$ cat src/rtl/gcm_ctr_pkg.sv
package gcm_ctr_pkg;
  parameter int unsigned KEY_W_D = 256;
  parameter int unsigned IV_W_D  = 96;
  parameter int unsigned CNT_W_D = 32;
  parameter int unsigned THR_W_D = 32;
endpackage

$ cat src/rtl/key_iv_stage.sv
module key_iv_stage #(
  parameter int unsigned KEY_W = gcm_ctr_pkg::KEY_W_D,
  parameter int unsigned IV_W  = gcm_ctr_pkg::IV_W_D
) (
  input  logic             clk,
  input  logic             rst_n,
  input  logic             load_i,
  input  logic [KEY_W-1:0] key_i,
  input  logic [IV_W-1:0]  iv_i,
  input  logic             frame_start_i,
  output logic             commit_o,
  output logic [IV_W-1:0]  new_iv_o,
  output logic [KEY_W-1:0] key_o,
  output logic             keyed_o
);
  logic             pend_q, pend_n;
  logic [KEY_W-1:0] pkey_q, pkey_n, wkey_q, wkey_n;
  logic [IV_W-1:0]  piv_q, piv_n;
  logic             keyed_q, keyed_n;

  assign commit_o = frame_start_i & pend_q;
  assign new_iv_o = piv_q;
  assign key_o    = wkey_q;
  assign keyed_o  = keyed_q;

  always_comb begin
    pend_n  = load_i | (pend_q & ~frame_start_i);
    pkey_n  = load_i ? key_i : pkey_q;
    piv_n   = load_i ? iv_i  : piv_q;
    wkey_n  = commit_o ? pkey_q : wkey_q;
    keyed_n = keyed_q | commit_o;
  end

  always_ff @(posedge clk or negedge rst_n) begin
    if (!rst_n) begin
      pend_q  <= 1'b0;
      pkey_q  <= '0;
      piv_q   <= '0;
      wkey_q  <= '0;
      keyed_q <= 1'b0;
    end else begin
      pend_q  <= pend_n;
      pkey_q  <= pkey_n;
      piv_q   <= piv_n;
      wkey_q  <= wkey_n;
      keyed_q <= keyed_n;
    end
  end

  // working key changes only through a commit
  a_r5_key_hold: assert property (@(posedge clk) disable iff (!rst_n)
    !commit_o |=> $stable(key_o));
  // keyed flag only rises on a commit and never falls
  a_r6_keyed_sticky: assert property (@(posedge clk) disable iff (!rst_n)
    keyed_q |=> keyed_q);
endmodule

$ cat src/rtl/fresh_wdog.sv
module fresh_wdog #(
  parameter int unsigned THR_W = gcm_ctr_pkg::THR_W_D
) (
  input  logic             clk,
  input  logic             rst_n,
  input  logic             tick_i,
  input  logic [THR_W-1:0] thresh_i,
  input  logic             armed_i,
  input  logic             clear_i,
  output logic             stale_o
);
  logic [THR_W-1:0] cnt_q, cnt_n;
  logic [THR_W:0]   cnt_inc;
  logic             stale_q, stale_n;
  logic             cnt_en;

  assign stale_o = stale_q;
  assign cnt_inc = {1'b0, cnt_q} + {{THR_W{1'b0}}, 1'b1};
  assign cnt_en  = armed_i & tick_i & ~stale_q;

  always_comb begin
    cnt_n   = cnt_q;
    stale_n = stale_q;
    if (clear_i) begin
      cnt_n   = '0;
      stale_n = 1'b0;
    end else if (cnt_en) begin
      cnt_n = cnt_inc[THR_W-1:0];
      if (cnt_inc >= {1'b0, thresh_i}) stale_n = 1'b1;
    end
  end

  always_ff @(posedge clk or negedge rst_n) begin
    if (!rst_n) begin
      cnt_q   <= '0;
      stale_q <= 1'b0;
    end else begin
      cnt_q   <= cnt_n;
      stale_q <= stale_n;
    end
  end

  // stale only rises after a tick
  a_r7_rise_on_tick: assert property (@(posedge clk) disable iff (!rst_n)
    $rose(stale_q) |-> $past(tick_i));
  // stale is sticky until a clear
  a_r7_sticky: assert property (@(posedge clk) disable iff (!rst_n)
    (stale_q && !clear_i) |=> stale_q);
  // a clear resets count and stale
  a_r8_clear: assert property (@(posedge clk) disable iff (!rst_n)
    clear_i |=> (cnt_q == '0 && !stale_q));
endmodule

$ cat src/rtl/ctr_gen.sv
module ctr_gen #(
  parameter int unsigned IV_W  = gcm_ctr_pkg::IV_W_D,
  parameter int unsigned CNT_W = gcm_ctr_pkg::CNT_W_D,
  localparam int unsigned BLK_W = IV_W + CNT_W
) (
  input  logic             clk,
  input  logic             rst_n,
  input  logic             frame_start_i,
  input  logic             blk_valid_i,
  input  logic             commit_i,
  input  logic [IV_W-1:0]  new_iv_i,
  input  logic             gate_i,
  output logic [BLK_W-1:0] blk_o,
  output logic             vld_o
);
  logic [IV_W-1:0]  iv_q, iv_n;
  logic [CNT_W-1:0] cnt_q, cnt_n, cnt_eff;
  logic [BLK_W-1:0] blk_q, blk_n;
  logic             vld_q, vld_n;

  assign blk_o = blk_q;
  assign vld_o = vld_q;

  always_comb begin
    iv_n    = iv_q;
    cnt_eff = cnt_q;
    if (frame_start_i) begin
      iv_n    = commit_i ? new_iv_i : iv_q + {{(IV_W-1){1'b0}}, 1'b1};
      cnt_eff = {{(CNT_W-1){1'b0}}, 1'b1};
    end
    cnt_n = blk_valid_i ? cnt_eff + {{(CNT_W-1){1'b0}}, 1'b1} : cnt_eff;
    blk_n = blk_valid_i ? {iv_n, cnt_eff} : blk_q;
    vld_n = blk_valid_i & ~gate_i;
  end

  always_ff @(posedge clk or negedge rst_n) begin
    if (!rst_n) begin
      iv_q  <= '0;
      cnt_q <= '0;
      blk_q <= '0;
      vld_q <= 1'b0;
    end else begin
      iv_q  <= iv_n;
      cnt_q <= cnt_n;
      blk_q <= blk_n;
      vld_q <= vld_n;
    end
  end

  // valid follows a block strobe by one cycle
  a_r2_vld_follows: assert property (@(posedge clk) disable iff (!rst_n)
    vld_q |-> $past(blk_valid_i));
  // block at a frame start carries count 1
  a_r3_restart: assert property (@(posedge clk) disable iff (!rst_n)
    (frame_start_i && blk_valid_i) |=> blk_q[CNT_W-1:0] == {{(CNT_W-1){1'b0}}, 1'b1});
  // IV steps by one at a frame start without commit
  a_r4_iv_step: assert property (@(posedge clk) disable iff (!rst_n)
    (frame_start_i && !commit_i) |=> iv_q == $past(iv_q) + {{(IV_W-1){1'b0}}, 1'b1});
endmodule

$ cat src/rtl/gcm_ctr_seq.sv
module gcm_ctr_seq #(
  parameter int unsigned KEY_W = gcm_ctr_pkg::KEY_W_D,
  parameter int unsigned IV_W  = gcm_ctr_pkg::IV_W_D,
  parameter int unsigned CNT_W = gcm_ctr_pkg::CNT_W_D,
  parameter int unsigned THR_W = gcm_ctr_pkg::THR_W_D
) (
  input  logic                  clk,
  input  logic                  rst_n,
  input  logic                  load_i,
  input  logic [KEY_W-1:0]      key_i,
  input  logic [IV_W-1:0]       iv_i,
  input  logic                  frame_start_i,
  input  logic                  blk_valid_i,
  input  logic                  tick_i,
  input  logic [THR_W-1:0]      thresh_i,
  output logic [IV_W+CNT_W-1:0] ctr_blk_o,
  output logic                  ctr_vld_o,
  output logic [KEY_W-1:0]      key_o,
  output logic                  squelch_tx_o,
  output logic                  squelch_rx_o
);
  logic            commit, keyed, stale, squelch, gate;
  logic [IV_W-1:0] new_iv;

  key_iv_stage #(.KEY_W(KEY_W), .IV_W(IV_W)) u_stage (
    .clk(clk), .rst_n(rst_n), .load_i(load_i), .key_i(key_i), .iv_i(iv_i),
    .frame_start_i(frame_start_i), .commit_o(commit), .new_iv_o(new_iv),
    .key_o(key_o), .keyed_o(keyed));

  fresh_wdog #(.THR_W(THR_W)) u_wdog (
    .clk(clk), .rst_n(rst_n), .tick_i(tick_i), .thresh_i(thresh_i),
    .armed_i(keyed), .clear_i(commit), .stale_o(stale));

  assign squelch      = ~keyed | stale;
  assign gate         = squelch & ~commit;
  assign squelch_tx_o = squelch;
  assign squelch_rx_o = squelch;

  ctr_gen #(.IV_W(IV_W), .CNT_W(CNT_W)) u_ctr (
    .clk(clk), .rst_n(rst_n), .frame_start_i(frame_start_i),
    .blk_valid_i(blk_valid_i), .commit_i(commit), .new_iv_i(new_iv),
    .gate_i(gate), .blk_o(ctr_blk_o), .vld_o(ctr_vld_o));

  // no valid block before a key has been committed
  a_r6_no_clear_traffic: assert property (@(posedge clk) disable iff (!rst_n)
    ctr_vld_o |-> keyed);
  // unkeyed state always squelches
  a_r1_unkeyed_squelch: assert property (@(posedge clk) disable iff (!rst_n)
    !keyed |-> (squelch_tx_o && squelch_rx_o));
endmodule

$ cat config.mk
export PLATFORM = sky130hd
export DESIGN_NAME = gcm_ctr_seq
export DESIGN_NICKNAME = d
export VERILOG_FILES = /design/src/rtl/gcm_ctr_pkg.sv /design/src/rtl/key_iv_stage.sv /design/src/rtl/fresh_wdog.sv /design/src/rtl/ctr_gen.sv /design/src/rtl/gcm_ctr_seq.sv
export SDC_FILE = /design/constraint.sdc
export NUM_CORES = 2
export LEC_CHECK = 0
export BUFFER_PORTS_ARGS = -buffer_cell sky130_fd_sc_hd__buf_2
export CORE_ASPECT_RATIO = 0.6
export CORE_MARGIN = 1
export CORE_UTILIZATION = 43
export CTS_CLUSTER_DIAMETER = 50
export CTS_CLUSTER_SIZE = 40
export DETAILED_ROUTE_END_ITERATION = 7
export PLACE_DENSITY = 0.74
export SLEW_MARGIN = 20
export SYNTH_ARGS = -nofsm -noshare
export SYNTH_HDL_FRONTEND = slang
export SYNTH_SLANG_ARGS = --single-unit
export TNS_END_PERCENT = 100
$ cat constraint.sdc
create_clock -name clk -period 5.4 [get_ports clk]
set_input_delay 0.27 -clock clk [delete_from_list [all_inputs] [get_ports clk]]
set_output_delay 0.27 -clock clk [all_outputs]
set_load 0.01 [all_outputs]
==> results.yml <==
clock_tree:
  cts_root_buf: "clkbuf_16"
  clock_latency_ps: 690
  post-cts-setup-buffers: 0
  cts_tree: "done"
  cts_buffer_depth: 3
  path_clk_slew_ps: 80
  h-tree-depth: 3
  clock_sinks: 900
  numCtsBuffers: 68
layout:
  nets: 5217
  final_area_sq_um: 51290
  synthToLayoutAreaGrowth_pct: 27.50
  drive_above_1_share_pct: 29.65
yosys:
  synth-seq-cells: 900
  synth_common_cells: "nand2_1 (934), dfrtp_1 (900), mux2_2 (404), clkbuf_1 (207), nor2_1 (203)"
  synthArstFlopShare_pct: 100.0
  synth_flop_cell: "dfrtp_1"
  synth_xor_area_share_pct: 1.742
  ys_seq_area_share_pct: 55.99
  synth_adder_area_share_pct: 1.089
  yosysUniqueCellTypes: 79
  synth_area_sq_um: 40220
  ys_warn_count: 0
  synth.avg_cell_area_sq_um: 10.59
  synth_top_family_by_area: "simple AND/OR/NAND/NOR gates"
  muxShareOfSynthArea_pct: 12.35
  synth_edf_count: 0
  synth_compound_area_share_pct: 7.580
  synthSimpleGateAreaFrac_pct: 18.26
  yosysTopAreaCell: "dfrtp_1"
  synth_area_leaders: "dfrtp_1 (56%), mux2_2 (11%), nand2_1 (8.7%)"
  syn_nets: 4225
  synth.top_cell.area_share_pct: 55.99
  synthCells: 3800
  synth.most_common_cell: "nand2_1"
floorplan:
  core.rowCount: 86
  die_w_um: 396.9
  io_pins: 777
  start_util_pct: 43.62
  die_h_um: 238.9
  coreArea_sq_um: 92220
  dieArea_sq_um: 94810
critical_path:
  crit_path_end_kind: "register"
  crit_required_ps: 5910
  cp_slowest_cell: "nor4_2"
  rr_worst_depth: 13
  r2r_setup_slack_ps: 1420
  r2r_end: "u_wdog.stale_o"
  reg2reg_from: "u_wdog.cnt_q[0]"
  start_kind: "register"
  path_buf_inv: 0
  cp_max_fo: 6
  critPathTopFamily: "simple AND/OR/NAND/NOR gates"
  cp_cell_sequence: "ha_1 > nand3_1 > or2_2 > nor4_2 > nand3_1 > nor2_1 > xor2_1 > ha_1 > and4_1 > a221oi_1 > o2111ai_1 > o211ai_1 > o22ai_1"
  crit_type: "register to register"
  max_stage_delay_ps: 640
  cp.arrival_ps: 4490
power_and_ir_drop:
  leakagePower_nw: 24.00
  p_per_area_nw_per_um2: 330.6
  finalPower_mw: 16.96
  peakVddDrop_mv: 0.2744
grt:
  grt_pass1_wl_mm: 200.6
  grt_max_degree: 185
  grt_overflow_total: 0
  antenna_found_initial: 20
  grt_pass1_vias: 34020
  grt_usage_pct: 27.20
min_path:
  hp-start: "frame_start_i"
  whs_path_depth: 2
  hold_path.class: "input pin to register"
  holdPathEnd: "u_ctr.cnt_q[21]"
flow_run:
  maxCapViolCount: 0
sta:
  drv_slew: 0
  final.setup.tns_ps: 0
  max_freq_mhz: 251.1
  fin_skew_ps: 47.36
  hold_slack_ps: 54.30
  worstMarginPinSlew_ps: 1291
  fin_crit_ps: 3983
  finalHoldViolCount: 0
  relSlewSlack_pct: 13.17
  rsz0062_at_grt: "false"
  fin_crit_sh_pct: 73.75
  finalSetupViolCount: 0
drt:
  drtIter0Drc: 3466
  drc: 41
  vias: 34010
  via_per_inst: 5.576
  wire_per_inst_um: 21.63
  wirelength_mm: 132.0
  ant_nets: 0
  first_pass_iters: 8
run_status:
  status: "finished, violations left"
  violations: "design-rule violations"
placement:
  portBuffers: 776
  placed_area_sq_um: 45190
  routabilityCongestion: 0.9805
  dpl.hpwl_mm: 86.79
-- power breakdown --
part	switching, mW	internal [mW]	total (mW)
logic	1.69	1.29	2.98
clock network	3.00	2.70	5.70
registers	0.708	7.57	8.28
-- worst max path at each step --
stage,endpoint,depth (start not counted),slack [ps],from
final,u_wdog.stale_o,13,1420,u_wdog.cnt_q[0]
after global routing,u_wdog.stale_o,13,1020,u_wdog.cnt_q[0]
after CTS,u_wdog.stale_o,13,1420,u_wdog.cnt_q[0]
after detailed placement,u_wdog.stale_o,13,1370,u_wdog.cnt_q[0]
after global placement,u_wdog.stale_o,13,1560,u_wdog.cnt_q[0]
after floorplan,u_wdog.stale_o,12,2090,u_wdog.cnt_q[2]
-- routing by layer --
layer,up-vias,GRT usage (%),part of all wire (%)
met2,1702,41.22,46
met1,16740,35.84,39
met3,390,7.211,9.2
li1,15180,-,-
met4,2,14.18,5.5
met5,-,0,0.0068
-- repair_timing --
action	4_1_cts	5_1_grt
resized for setup	0	0
hold buffers	353	0
endpoints found under the hold margin	429	0
-- worst reg2reg max path: cells and delay by family, from the launching register on --
kind / cells / cell delay, ps
adder cells (fa/ha/maj): 2 / 510
flip-flops: 1 / 420
AO/OA/AOI/OAI: 4 / 980
AND/OR/NAND/NOR: 6 / 1790
XOR/XNOR: 1 / 170
-- cells in the final DEF (no fill, tap or decap), types with 64 or more instances in the layout --
cell	n
nand2_1	933
a21oi_1	79
nand4_1	64
dlygate4sd3_1	353
o21ai_0	92
clkbuf_16	68
nand3_1	92
nor2_1	201
buf_2	772
mux2_2	404
dfrtp_1	899
-- metrics by stage --
| stage | std cells | setup slack [ps] | util, % |
|---|---|---|---|
| after floorplan | 3800 | 2094 | - |
| after global placement | 5601 | 1560 | 49.00 |
| after detailed placement | 5601 | 1367 | 49.00 |
| after CTS | 6079 | 1416 | 55.56 |
| after global routing | 6099 | 1018 | 55.61 |
| final | 6100 | 1417 | 55.61 |
-- final cells by class --
class | count | area [sq um]
tap | 1232 | 1541
antenna | 21 | 52.55
sequential | 900 | 22530
multi-input combinational | 2593 | 16520
inverter | 59 | 224.0
timing repair buffer | 1170 | 7908
clock buffer | 70 | 1729
clock inverter | 55 | 780.7
fill | 7600 | 40930
-- flip-flops by register name, indices dropped and copies added (netlist names), 32 cells and up --
signal / count
u_stage.new_iv_o: 96
u_stage.key_o: 256
u_stage.pkey_q: 256
u_ctr.cnt_q: 32
u_ctr.iv_q: 96
u_ctr.blk_o: 128
u_wdog.cnt_q: 32
-- cell families after synthesis --
group                      Yosys count
adders and majority gates           35
xor gates and xnor gates            80
and+or+nand+nor                   1592
AOI/OAI and AO/OA                  440
DFF                                900
muxes                              446
buffers and inverters              307
Power figures use the tool's default switching activity.
